File: config.mk
export PLATFORM = sky130hd
export DESIGN_NAME = ingress_frame_gate
export DESIGN_NICKNAME = d
export VERILOG_FILES = /design/src/rtl/gate_pkg.sv /design/src/rtl/window_ticker.sv /design/src/rtl/frame_classifier.sv /design/src/rtl/storm_counter.sv /design/src/rtl/ingress_frame_gate.sv
export SDC_FILE = /design/constraint.sdc
export NUM_CORES = 1
export LEC_CHECK = 0
export ABC_AREA = 1
export CAP_MARGIN = 10
export CORE_MARGIN = 1
export CORE_UTILIZATION = 40
export CTS_CLUSTER_DIAMETER = 60
export CTS_CLUSTER_SIZE = 14
export DETAILED_ROUTE_END_ITERATION = 7
export DONT_BUFFER_PORTS = 1
export PLACE_DENSITY_LB_ADDON = 0.25
export SLEW_MARGIN = 20
export SYNTH_ARGS = -nofsm -noshare
export SYNTH_HDL_FRONTEND = slang
export SYNTH_HIERARCHICAL = 1
export SYNTH_SLANG_ARGS = --single-unit
File: constraint.sdc
create_clock -name clk -period 3 [get_ports clk]
set_input_delay 0.75 -clock clk [delete_from_list [all_inputs] [get_ports clk]]
set_output_delay 0.75 -clock clk [all_outputs]
set_load 0.02 [all_outputs]
File: src/rtl/gate_pkg.sv
// Shared types and constants for the ingress frame gate.
// Assumes MAC addresses are presented with the first transmitted byte in bits 47:40.
package gate_pkg;
    typedef enum logic [1:0] {
        CAUSE_NONE     = 2'd0,
        CAUSE_ILLEGAL  = 2'd1,
        CAUSE_RESERVED = 2'd2,
        CAUSE_STORM    = 2'd3
    } drop_cause_e;

    localparam logic [47:0] BCAST_DA  = 48'hFFFF_FFFF_FFFF;
    localparam logic [39:0] RESV_PREF = 40'h01_80C2_0000;
endpackage

File: src/rtl/window_ticker.sv
// Free-running prescaler that raises tick for one cycle every PERIOD cycles.
// Assumes PERIOD >= 2; the first tick comes PERIOD cycles after reset release.
module window_ticker #(
    parameter int unsigned PERIOD = 40_000_000
) (
    input  logic clk,
    input  logic rst_n,
    output logic tick
);
    localparam int unsigned CW = $clog2(PERIOD);
    localparam logic [CW-1:0] LAST = CW'(PERIOD - 1);

    logic [CW-1:0] cnt;

    // Count cycles, wrapping at the end of each window.
    always_ff @(posedge clk) begin
        if (!rst_n)          cnt <= '0;
        else if (cnt == LAST) cnt <= '0;
        else                  cnt <= cnt + 1'b1;
    end

    assign tick = (cnt == LAST);

    p_tick_isolated_r4: assert property (@(posedge clk) disable iff (!rst_n)
        tick |=> !tick);
endmodule

File: src/rtl/frame_classifier.sv
// Combinational decode of one frame's address, CRC flag and length.
// Assumes inputs are meaningful only while the frame-end strobe is high.
module frame_classifier #(
    parameter int unsigned LEN_W   = 12,
    parameter int unsigned MIN_LEN = 64,
    parameter int unsigned MAX_LEN = 1536
) (
    input  logic [47:0]      da,
    input  logic             crc_ok,
    input  logic [LEN_W-1:0] len,
    input  logic             accept_err,
    input  logic             ctrl_drop,
    output logic             is_bcast,
    output logic             illegal,
    output logic             resv_drop
);
    import gate_pkg::*;

    logic len_ok, in_resv, fixed_hit, opt_hit;

    // Classify the frame against the length, CRC and reserved-address rules.
    always_comb begin
        len_ok    = (len >= LEN_W'(MIN_LEN)) && (len <= LEN_W'(MAX_LEN));
        illegal   = !len_ok || (!crc_ok && !accept_err);
        is_bcast  = (da == BCAST_DA);
        in_resv   = (da[47:8] == RESV_PREF);
        fixed_hit = in_resv && ((da[7:0] == 8'h01) || (da[7:0] == 8'h02));
        opt_hit   = in_resv && (da[7:0] >= 8'h03) && (da[7:0] <= 8'h0F);
        resv_drop = fixed_hit || (opt_hit && ctrl_drop);
    end
endmodule

File: src/rtl/storm_counter.sv
// Saturating count of consecutive legal broadcast frames.
// Assumes frame_seen is high only for frames that passed the legality check.
module storm_counter #(
    parameter int unsigned LIMIT = 64
) (
    input  logic clk,
    input  logic rst_n,
    input  logic frame_seen,
    input  logic is_bcast,
    input  logic tick,
    output logic over_limit
);
    localparam int unsigned CW = $clog2(LIMIT + 1);
    localparam logic [CW-1:0] TOP = CW'(LIMIT);

    logic [CW-1:0] cnt, base;

    // The window tick clears the run before the current frame is applied.
    always_comb begin
        base       = tick ? '0 : cnt;
        over_limit = (base == TOP);
    end

    // Advance, clear or hold the run count.
    always_ff @(posedge clk) begin
        if (!rst_n)
            cnt <= '0;
        else if (frame_seen && is_bcast)
            cnt <= (base == TOP) ? TOP : base + 1'b1;
        else if (frame_seen)
            cnt <= '0;
        else
            cnt <= base;
    end

    p_cnt_bound_r2: assert property (@(posedge clk) disable iff (!rst_n)
        cnt <= TOP);
    p_nonbc_clear_r3: assert property (@(posedge clk) disable iff (!rst_n)
        (frame_seen && !is_bcast) |=> (cnt == '0));
    p_tick_clears_r4: assert property (@(posedge clk) disable iff (!rst_n)
        (tick && !frame_seen) |=> (cnt == '0));
    p_idle_hold_r10: assert property (@(posedge clk) disable iff (!rst_n)
        (!frame_seen && !tick) |=> $stable(cnt));
endmodule

File: src/rtl/ingress_frame_gate.sv
// Per-port forward/drop decision for each received frame.
// Assumes frm_end is a one-cycle strobe and straps are stable while rst_n is low.
module ingress_frame_gate #(
    parameter int unsigned LEN_W         = 12,
    parameter int unsigned MIN_LEN       = 64,
    parameter int unsigned MAX_LEN       = 1536,
    parameter int unsigned BURST_LIMIT   = 64,
    parameter int unsigned WINDOW_CYCLES = 40_000_000
) (
    input  logic             clk,
    input  logic             rst_n,
    input  logic             strap_storm_en,
    input  logic             strap_ctrl_drop,
    input  logic             strap_accept_err,
    input  logic             frm_end,
    input  logic [47:0]      frm_da,
    input  logic             frm_crc_ok,
    input  logic [LEN_W-1:0] frm_len,
    output logic             verdict_valid,
    output logic             verdict_drop,
    output logic [1:0]       verdict_cause
);
    import gate_pkg::*;

    logic        cfg_storm, cfg_ctrl, cfg_accept;
    logic        is_bcast, illegal, resv_drop, tick, over_limit;
    drop_cause_e cause_d;

    // Sample the straps throughout reset; hold them afterwards.
    always_ff @(posedge clk) begin
        if (!rst_n) begin
            cfg_storm  <= strap_storm_en;
            cfg_ctrl   <= strap_ctrl_drop;
            cfg_accept <= strap_accept_err;
        end
    end

    frame_classifier #(.LEN_W(LEN_W), .MIN_LEN(MIN_LEN), .MAX_LEN(MAX_LEN)) u_class (
        .da(frm_da), .crc_ok(frm_crc_ok), .len(frm_len),
        .accept_err(cfg_accept), .ctrl_drop(cfg_ctrl),
        .is_bcast(is_bcast), .illegal(illegal), .resv_drop(resv_drop)
    );

    window_ticker #(.PERIOD(WINDOW_CYCLES)) u_tick (
        .clk(clk), .rst_n(rst_n), .tick(tick)
    );

    storm_counter #(.LIMIT(BURST_LIMIT)) u_storm (
        .clk(clk), .rst_n(rst_n), .frame_seen(frm_end && !illegal),
        .is_bcast(is_bcast), .tick(tick), .over_limit(over_limit)
    );

    // Pick the highest-priority drop cause for the current frame.
    always_comb begin
        if (illegal)                                   cause_d = CAUSE_ILLEGAL;
        else if (resv_drop)                            cause_d = CAUSE_RESERVED;
        else if (cfg_storm && is_bcast && over_limit)  cause_d = CAUSE_STORM;
        else                                           cause_d = CAUSE_NONE;
    end

    // Register the verdict one cycle after the frame-end strobe.
    always_ff @(posedge clk) begin
        if (!rst_n) begin
            verdict_valid <= 1'b0;
            verdict_drop  <= 1'b0;
            verdict_cause <= 2'd0;
        end else begin
            verdict_valid <= frm_end;
            verdict_drop  <= frm_end && (cause_d != CAUSE_NONE);
            verdict_cause <= frm_end ? cause_d : CAUSE_NONE;
        end
    end

    p_verdict_follows_end_r1: assert property (@(posedge clk) disable iff (!rst_n)
        frm_end |=> verdict_valid);
    p_no_spurious_verdict_r1: assert property (@(posedge clk) disable iff (!rst_n)
        !frm_end |=> !verdict_valid);
    p_fixed_resv_r6: assert property (@(posedge clk) disable iff (!rst_n)
        (frm_end && frm_crc_ok && frm_len == LEN_W'(100) &&
         (frm_da == 48'h0180_C200_0001 || frm_da == 48'h0180_C200_0002))
        |=> (verdict_drop && verdict_cause == 2'd2));
    p_bad_len_r9: assert property (@(posedge clk) disable iff (!rst_n)
        (frm_end && (frm_len < LEN_W'(MIN_LEN) || frm_len > LEN_W'(MAX_LEN)))
        |=> (verdict_drop && verdict_cause == 2'd1));
    p_no_storm_when_off_r5: assert property (@(posedge clk) disable iff (!rst_n)
        (verdict_valid && !cfg_storm) |-> (verdict_cause != 2'd3));
    p_straps_held_r11: assert property (@(posedge clk) disable iff (!rst_n)
        $past(rst_n) |-> ($stable(cfg_storm) && $stable(cfg_ctrl) && $stable(cfg_accept)));
endmodule

# Yosys cells after proc, flatten, opt, wreduce, memory -nomap -nowiden
# Cells that the tools add are included.
# op_classes
n_reduce_logical	21
n_eq_ne	6
add_sub_neg	2
n_bitwise	1
muxes	7
order_cmp	4
# op_table
cell	n
equality test 48 bit, second input constant	1
equality test 40 x 33 -> 1 bit, second input constant	1
two-way mux 7 bit	4
adder 26 x 1 -> 26 bit, second input constant	1
equality test 26 bit, second input constant	1
greater-or-equal comparator 12 x 7 -> 1 bit, second input constant	1
less-or-equal comparator 12 x 11 -> 1 bit, second input constant	1
logical AND 1 bit	11
equality test 8 x 1 -> 1 bit, second input constant	1
equality test 8 x 2 -> 1 bit, second input constant	1
greater-or-equal comparator 8 x 2 -> 1 bit, second input constant	1
less-or-equal comparator 8 x 4 -> 1 bit, second input constant	1
adder 7 x 1 -> 7 bit, second input constant	1
equality test 7 bit, second input constant	1
two-way mux 2 bit	3
zero test 1 bit	4
logical OR 1 bit	3
AND reduction 2 bit	1
nonzero test 2 bit	1
OR reduction 2 bit	1
NOT 1 bit	1
# totals
reg_bits	40
elab_cells	49
inputBits	67
output_inout_bits	4

# Depth between registers and ports, before layout
# Gate-level depths: netlist of the first run.
# logic_depth
depth_word	9
depth_mapped	14
ltp_nobuf	14

# Hierarchy
# Netlist of the first run, hierarchy kept.
# by_module_without_submodules
module	seq_area_each_um2	area_each_um2	cells_each	n_inst
window_ticker	520.5	1457.6	226	1
storm_counter	140.1	493.0	69	1
frame_classifier	0.0	479.2	117	1
ingress_frame_gate	170.2	236.5	20	1

# Worst setup path before layout of the first run
# No wires, ideal clock.
# synth_path
path_kind	reg-to-reg
start	register u_tick.cnt[0]
end	register verdict_drop
period_less_slack_ns	2.147
arrival_ns	2.073
stages_incl_launch_ff	13
required_ns	2.926
path_buffers	0
setup_slack_ns	0.853
setup_ns	0.074
path_cell_list	dfxtp_1 ha_1 inv_2 nor2_4 nand4_1 nor2_1 inv_2 nand2_1 ha_1 nand3b_1 nor2_4 nand3_1 a31oi_1
# synth_via
elab_chain_len	9
# synth_rtl
element	line_no	source
start, declared	window_ticker.sv:13	logic [CW-1:0] cnt;
start signal, assigned	window_ticker.sv:19	else cnt <= cnt + 1'b1;
equality test 26 bit	window_ticker.sv:22	assign tick = (cnt == LAST);
net tick	ingress_frame_gate.sv:26	logic is_bcast, illegal, resv_drop, tick, over_limit;
two-way mux 7 bit	storm_counter.sv:20	base = tick ? '0 : cnt;
equality test 7 bit	storm_counter.sv:21	over_limit = (base == TOP);
net over_limit	ingress_frame_gate.sv:26	
logical AND 1 bit	ingress_frame_gate.sv:57	else if (cfg_storm && is_bcast && over_limit) cause_d = CAUSE_STORM;
two-way mux 2 bit	ingress_frame_gate.sv:57	
two-way mux 2 bit	ingress_frame_gate.sv:56	else if (resv_drop) cause_d = CAUSE_RESERVED;
two-way mux 2 bit	ingress_frame_gate.sv:55	if (illegal) cause_d = CAUSE_ILLEGAL;
nonzero test 2 bit	ingress_frame_gate.sv:69	verdict_drop <= frm_end && (cause_d != CAUSE_NONE);
logical AND 1 bit	ingress_frame_gate.sv:69	
end signal, assigned	ingress_frame_gate.sv:69	
end, declared	ingress_frame_gate.sv:20	output logic verdict_drop,
# The timed path passes the listed nets, and every way through them passes these cells.
# A chain may end at the register's enable or synchronous reset.

# Worst setup path after layout of the first run
# layout_path
start	register u_tick.cnt[0]
end	register u_storm.cnt[4]
# layout_via
elab_chain_len	5
word_cells_on_any_way	7
cone_classes	add/sub (1); eq/ne (2); mux (4)
# layout_rtl
element	line_no	source
equality test 26 bit *	window_ticker.sv:22	
net tick	ingress_frame_gate.sv:26	
two-way mux 7 bit *	storm_counter.sv:20	
adder 7 x 1 -> 7 bit / equality test 7 bit (equally long branches)	storm_counter.sv:29	cnt <= (base == TOP) ? TOP : base + 1'b1;
two-way mux 7 bit	storm_counter.sv:29	
two-way mux 7 bit *	storm_counter.sv:28	else if (frame_seen && is_bcast)
end signal, assigned	storm_counter.sv:29	
end signal, assigned	storm_counter.sv:33	cnt <= base;
end, declared	storm_counter.sv:16	logic [CW-1:0] cnt, base;
# The timed path passes the listed nets; every way through them passes the cells marked *.

==> results of run 1 <==
## layout make-up
cell class,count,share of cell area
clock buffer,7,0.02705
tap,77,0.03415
multi-input combinational,329,0.5614
inverter,61,0.08115
sequential,40,0.2945
clock inverter,1,0.001774
## state kept, by name, indices dropped and copies added, names as in the netlist
signal and count:
verdict_valid 1, cfg_ctrl 1, u_tick/cnt 26, cfg_accept 1, u_storm/cnt 7, cfg_storm 1
verdict_cause 2, verdict_drop 1
## report_power, final
group | switching [W] | internal [W] | total (W)
logic | 0.0000313 | 0.0000215 | 0.0000528
clock network | 0.000184 | 0.000163 | 0.000347
registers | 0.00000721 | 0.000546 | 0.000553
total | 0.000223 | 0.000731 | 0.000954
## final timing paths
| kind | end | slack [ns] | cells after the start |
|---|---|---|---|
| max reg2reg | u_storm/cnt[4]$_SDFF_PN0_ | 0.50 | 13 |
| min | u_tick/cnt[0]$_SDFF_PP0_ | 0.45 | 1 |
| max | u_storm/cnt[4]$_SDFF_PN0_ | 0.50 | 13 |
| min reg2reg | u_tick/cnt[0]$_SDFF_PP0_ | 0.45 | 1 |
## per-layer routing
metal	GRT usage	vias to the layer above	wire [µm]
met4	0.06317	0	64
met5	0	-	0
met1	0.2201	1049	2754
met3	0.04253	10	341
li1	-	1339	-
met2	0.3001	96	2650
## cell usage in the layout (no fill, tap or decap), types with 3 or more instances in the layout
master and n:
xor2_1 7, xnor2_1 6, nand2_2 4, a21oi_2 3, a21oi_1 12, nand2_1 118
nor2_1 99, nor2_2 10, dfxtp_1 37, nand2_4 3, clkbuf_8 5, nand3_1 28
nand4_1 8, o21ai_0 4, nand3_2 4, inv_2 10, edfxtp_1 3, nor3_1 3
inv_1 51, nor2_4 6, ha_1 3
## stage by stage
stage | cells | setup slack, ns | util | hold WS (ns) | cell area, µm²
finish | 515 | 0.4957 | 0.4418 | 0.4500 | 2821
CTS | 515 | 0.5110 | 0.4418 | 0.4508 | 2821
detailed placement | 507 | 0.5256 | 0.4291 | 0.4400 | 2740
global placement | 507 | 0.5840 | 0.4291 | 0.4311 | 2740
global route | 515 | 0.2746 | 0.4418 | 0.4841 | 2821
floorplan | 432 | 0.8526 | - | 0.4173 | 2666
## critical path, delay by kind of cell (launching register included)
kind | cells | cell delay, ns
adder cells (fa/ha/maj) | 2 | 0.46
flip-flops | 1 | 0.35
buffers and inverters | 3 | 0.32
AND/OR/NAND/NOR | 6 | 1.11
AO/OA/AOI/OAI | 2 | 0.15
## cells by family (layout without fill, tap and decap cells)
| logic type | after synthesis | after routing |
|---|---|---|
| simple gates | 288 | 288 |
| flops | 40 | 40 |
| fa+ha+maj | 3 | 3 |
| buf+inv | 63 | 69 |
| xor+xnor | 13 | 13 |
| compound gates | 25 | 25 |
==> key figures, run 1 <==
Yosys
  – Synthesized Nets: 502
  – Complex-gate fraction of the synthesized area: 0.05678
  – Synth Register Bits: 40
  – Yosys top cell area share: 0.2778
  – Adder-Cell Fraction of Synth Area: 0.01408
  – Most frequent cell after synthesis: nand2_1
  – Main combinational cell family by area after synthesis: simple AND/OR/NAND/NOR gates
  – Ys flop type: dfxtp_1
  – Synth Area in XOR/XNOR: 0.04270
  – List of most frequent post-synthesis cells: 118 x nand2_1, 99 x nor2_1, 51 x inv_1
  – Mux share of post-synthesis cell area: 0
  – Synth Warn #: 6
  – Sequential area share after synthesis: 0.3116
  – Synth Area in Simple Gates: 0.4805
  – Cell Area, Synth: 2666 µm²
  – Syn_area_per_cell: 6.172 µm²
  – Post-synth EDFFs: 3
  – Post-synth ARST share: 0
  – Mapped Cells: 432
  – Distinct cells, synth: 31
  – Area contributors post-synth: dfxtp_1 28%, nand2_1 17%, nor2_1 14%, inv_1 7.2%, nand3_1 5.3%
  – Post-synth top area cell: dfxtp_1

Run status
  – Status: finished, final reports clean

STA
  – Setup tns final: 0 ns
  – Final setup viols: 0
  – Setup Skew: 0.004774 ns
  – Relative slew slack: 0.6523
  – Tightest Pin Transition: 0.5196 ns
  – Period utilization: 0.8348
  – Fmax: 399.3 MHz
  – RSZ-0062 raised after global routing: no
  – Final Hold Vio Count: 0
  – Pins Over Slew Limit: 0
  – Post-route minimum period: 2.504 ns

Final layout
  – Area taken by multi-input logic gates: 1584 µm²
  – # nets final: 507
  – Ant. Diodes: 0
  – # fillers: 666
  – FF+latch area: 830.8 µm²
  – Layout cells sized above 1: 0.1096
  – Area Growth Syn to Fin: 5.819%

Worst setup path
  – CP Data Required Time: 3.19 ns
  – Crit path kind: reg -> reg
  – R2R Path Start: u_tick/cnt[0]$_SDFF_PP0_
  – Crit path DAT: 2.69 ns
  – Critical path, cell by cell: ha_1 > inv_2 > nor2_4 > nand4_1 > nor2_1 > inv_2 > nand2_4 > inv_1 > ha_1 > nand4_1 > o21ai_0 > nand3_1 > a21oi_1
  – Crit end category: flip-flop
  – CP startpoint: u_tick/cnt[0]$_SDFF_PP0_
  – Delay of the slowest critical-path stage: 0.44 ns
  – CP Launch Type: flip-flop
  – Crit path max fanout: 8
  – Critical Path Slowest Stage Cell: nor2_1

Detailed routing
  – Vias: 2,494
  – DR DRC count: 0
  – Pre-Repair DR Iteration Count: 4
  – Wirelength per Cell: 11.28 µm
  – Initial DRC count: 99
  – Post-route ant nets: 0
  – Via density: 4.843
  – Total Routed Length: 5.810 mm

Min path
  – Worst hold start: u_tick/cnt[0]$_SDFF_PP0_
  – Worst hold path type: reg -> reg

CTS
  – Total CTS buffers: 5
  – Cts repair resizes: 0
  – CTS H-tree lvls: 2
  – # clock sinks: 40
  – Clock slew at reported path FFs: 0.08 ns
  – Clock latency at the later pin of the worst-skew pair: 0.29 ns
  – Max clock buf depth: 2
  – Hold buffers post-CTS: 0
  – TritonCTS clock tree: yes
  – Root Driver: clkbuf_8
  – Post-CTS Repair Setup Buffers: 0

Power and ir drop
  – Leak: 1.069 nW
  – Peak VDD IR: 0.0002843 V
  – Final Power: 0.0009537 W
  – Power Density: 338.0 nW/µm²

Floorplanning
  – DIE WIDTH: 83.65 µm
  – Starting density of the core: 0.4175
  – Die Y: 83.65 µm
  – FP Rows: 29
  – Core Region: 6386 µm²
  – Ports: 71
  – Die area: 6996 µm²

Run
  – Max-Cap Viols: 0

Global route
  – GRT overflow: 0
  – Total GRT Usage: 0.1778
  – First-pass GRT wire length: 10.25 mm
  – Largest net degree at the start of global routing: 24
  – Initial antenna violation count: 0
  – Number of global-route vias before repair: 2,405

Placed design
  – Gpl congestion: 0.9123
  – Detailed placer's ending HPWL: 4.596 mm
  – Port bufs: 0
No activity file was read; power rests on OpenSTA's default activity.
==> run 2, diff against run 1 <==
==> constraint.sdc (replaced) <==
create_clock -name clk -period 2 [get_ports clk]
set_input_delay 0.5 -clock clk [delete_from_list [all_inputs] [get_ports clk]]
set_output_delay 0.5 -clock clk [all_outputs]
set_load 0.02 [all_outputs]
==> key figures, run 2 (synthesized netlist as in run 1, its figures left out) <==
CTS
  – Root Driver: clkbuf_8
  – Max clock buf depth: 2
  – Clock slew at reported path FFs: 0.08 ns
  – Hold buffers post-CTS: 0
  – TritonCTS clock tree: yes
  – Clock latency at the later pin of the worst-skew pair: 0.30 ns
  – Total CTS buffers: 5
  – CTS H-tree lvls: 2
  – # clock sinks: 40

STA
  – Setup Skew: 0.007127 ns
  – Fin Hold WS: 0.2977 ns
  – Period utilization: 0.9277
  – Setup tns final: 0 ns
  – Final WS setup: 0.1447 ns
  – Post-route minimum period: 1.855 ns
  – Relative slew slack: 0.8154
  – Fmax: 539.0 MHz
  – Final Hold Vio Count: 0
  – Tightest Pin Transition: 0.2759 ns
  – Pins Over Slew Limit: 0
  – Final setup viols: 0

Min path
  – Worst hold start: strap_accept_err
  – Worst hold path type: in -> reg

Global route
  – Total GRT Usage: 0.1802
  – Initial antenna violation count: 0
  – GRT overflow: 0
  – Largest net degree at the start of global routing: 24
  – First-pass GRT wire length: 10.29 mm
  – Number of global-route vias before repair: 2,525

Floorplanning
  – FP Rows: 29
  – Starting density of the core: 0.4175
  – DIE WIDTH: 83.65 µm
  – Die area: 6996 µm²
  – Ports: 71
  – Die Y: 83.65 µm
  – Core Region: 6386 µm²

Run
  – Max-Cap Viols: 0

Worst setup path
  – Crit end category: flip-flop
  – Delay-heaviest family, CP: simple AND/OR/NAND/NOR gates
  – CP startpoint: u_tick/cnt[17]$_SDFF_PP0_
  – CP Data Required Time: 2.23 ns
  – CP Launch Type: flip-flop
  – Critical path, cell by cell: inv_2 > nor4_4 > nand3_2 > nor2_4 > inv_4 > nand2_4 > ha_1 > nand3b_1 > nor2_4 > nand4_1 > a21oi_2
  – R2R Path Start: u_tick/cnt[17]$_SDFF_PP0_
  – Worst path most repeated cell: nor2_4
  – Delay of the slowest critical-path stage: 0.38 ns
  – Critical Path Slowest Stage Cell: dfxtp_4
  – Crit path max fanout: 8
  – Crit path kind: reg -> reg
  – Bufs and invs on worst path: 2
  – Crit path DAT: 2.09 ns

Final layout
  – Ant. Diodes: 0
  – Reg with most FFs: u_tick/cnt
  – Most common cell after layout, fill and taps aside: nand2_1
  – # fillers: 660
  – Area Growth Syn to Fin: 14.03%
  – Most frequent cells in the layout: 113 x nand2_1, 97 x nor2_1, 51 x inv_1
  – # nets final: 521
  – Cell area after layout: 3040 µm²
  – Biggest regs: u_tick/cnt: 26 flops, u_storm/cnt: 7 flops, verdict_cause: 2 flops
  – Max FFs per register: 26
  – Layout cells sized above 1: 0.1925

Detailed routing
  – Via density: 4.904
  – Post-route ant nets: 0
  – Vias: 2,594
  – Wirelength per Cell: 11.45 µm
  – DR DRC count: 0
  – Total Routed Length: 6.058 mm
  – Initial DRC count: 90
  – Pre-Repair DR Iteration Count: 4

Placed design
  – DP Worst Slack: 0.03167 ns
  – Detailed placer's ending HPWL: 4.818 mm
  – Port bufs: 0
  – Gpl congestion: 0.8864
  – Dpl cell area: 2838 µm²

Power and ir drop
  – Leak: 1.165 nW
  – Peak VDD IR: 0.0004381 V
  – Power Density: 494.3 nW/µm²
  – Final Power: 0.001503 W

Run status
  – Status: finished, final reports clean
run 2: cell types whose count changed in the layout (fill, tap and decap cells not counted), sizes merged:
cell | before | now
buf | 0 | 14
clkbuf | 7 | 8
clkinv | 1 | 0
run 2: where the power goes:
part           leakage [nW]  switching (W)  internal [W]
clock network        0.0515       0.000272      0.000315
logic                 0.780      0.0000487     0.0000367
registers             0.333      0.0000126      0.000819
run 2: final cells by class:
cell class / count / area (µm²) / area share
clock buffers: 8 / 100.1 / 0.03292
inverters: 61 / 231.5 / 0.07613
well taps: 77 / 96.34 / 0.03169
flip-flops and latches: 40 / 847.1 / 0.2786
multi-input cells: 329 / 1660 / 0.5461
repair buffers: 14 / 105.1 / 0.03457
run 2: per-stage QoR:
step,utilization,cells
detailed placement,0.4444,519
global route,0.4761,529
floorplan,-,432
CTS,0.4600,527
finish,0.4761,529
global placement,0.4444,519
run 2: path summary, 6_finish.rpt:
| path | endpoint | slack [ns] | cells past startpoint |
|---|---|---|---|
| max | verdict_cause[0]$_SDFF_PN0_ | 0.14 | 11 |
| min | cfg_accept$_DFFE_PN_ | 0.30 | 0 |
| max reg2reg | verdict_cause[0]$_SDFF_PN0_ | 0.14 | 11 |
| min reg2reg | u_tick/cnt[22]$_SDFF_PP0_ | 0.48 | 2 |
run 2: repair_timing:
item                       4_1_cts  5_1_grt
setup endpoints to repair        0        9
resized for setup                0       28
setup buffers                    0        2
run 2: metal layers:
metal | routed length (µm) | vias to the layer above | GRT usage | part of all wire
li1 | - | 1371 | - | -
met1 | 2620 | 1127 | 0.1985 | 0.43
met2 | 2898 | 80 | 0.3296 | 0.48
met3 | 385 | 16 | 0.04847 | 0.064
met4 | 153 | 0 | 0.06471 | 0.025
met5 | 0 | - | 0 | 0
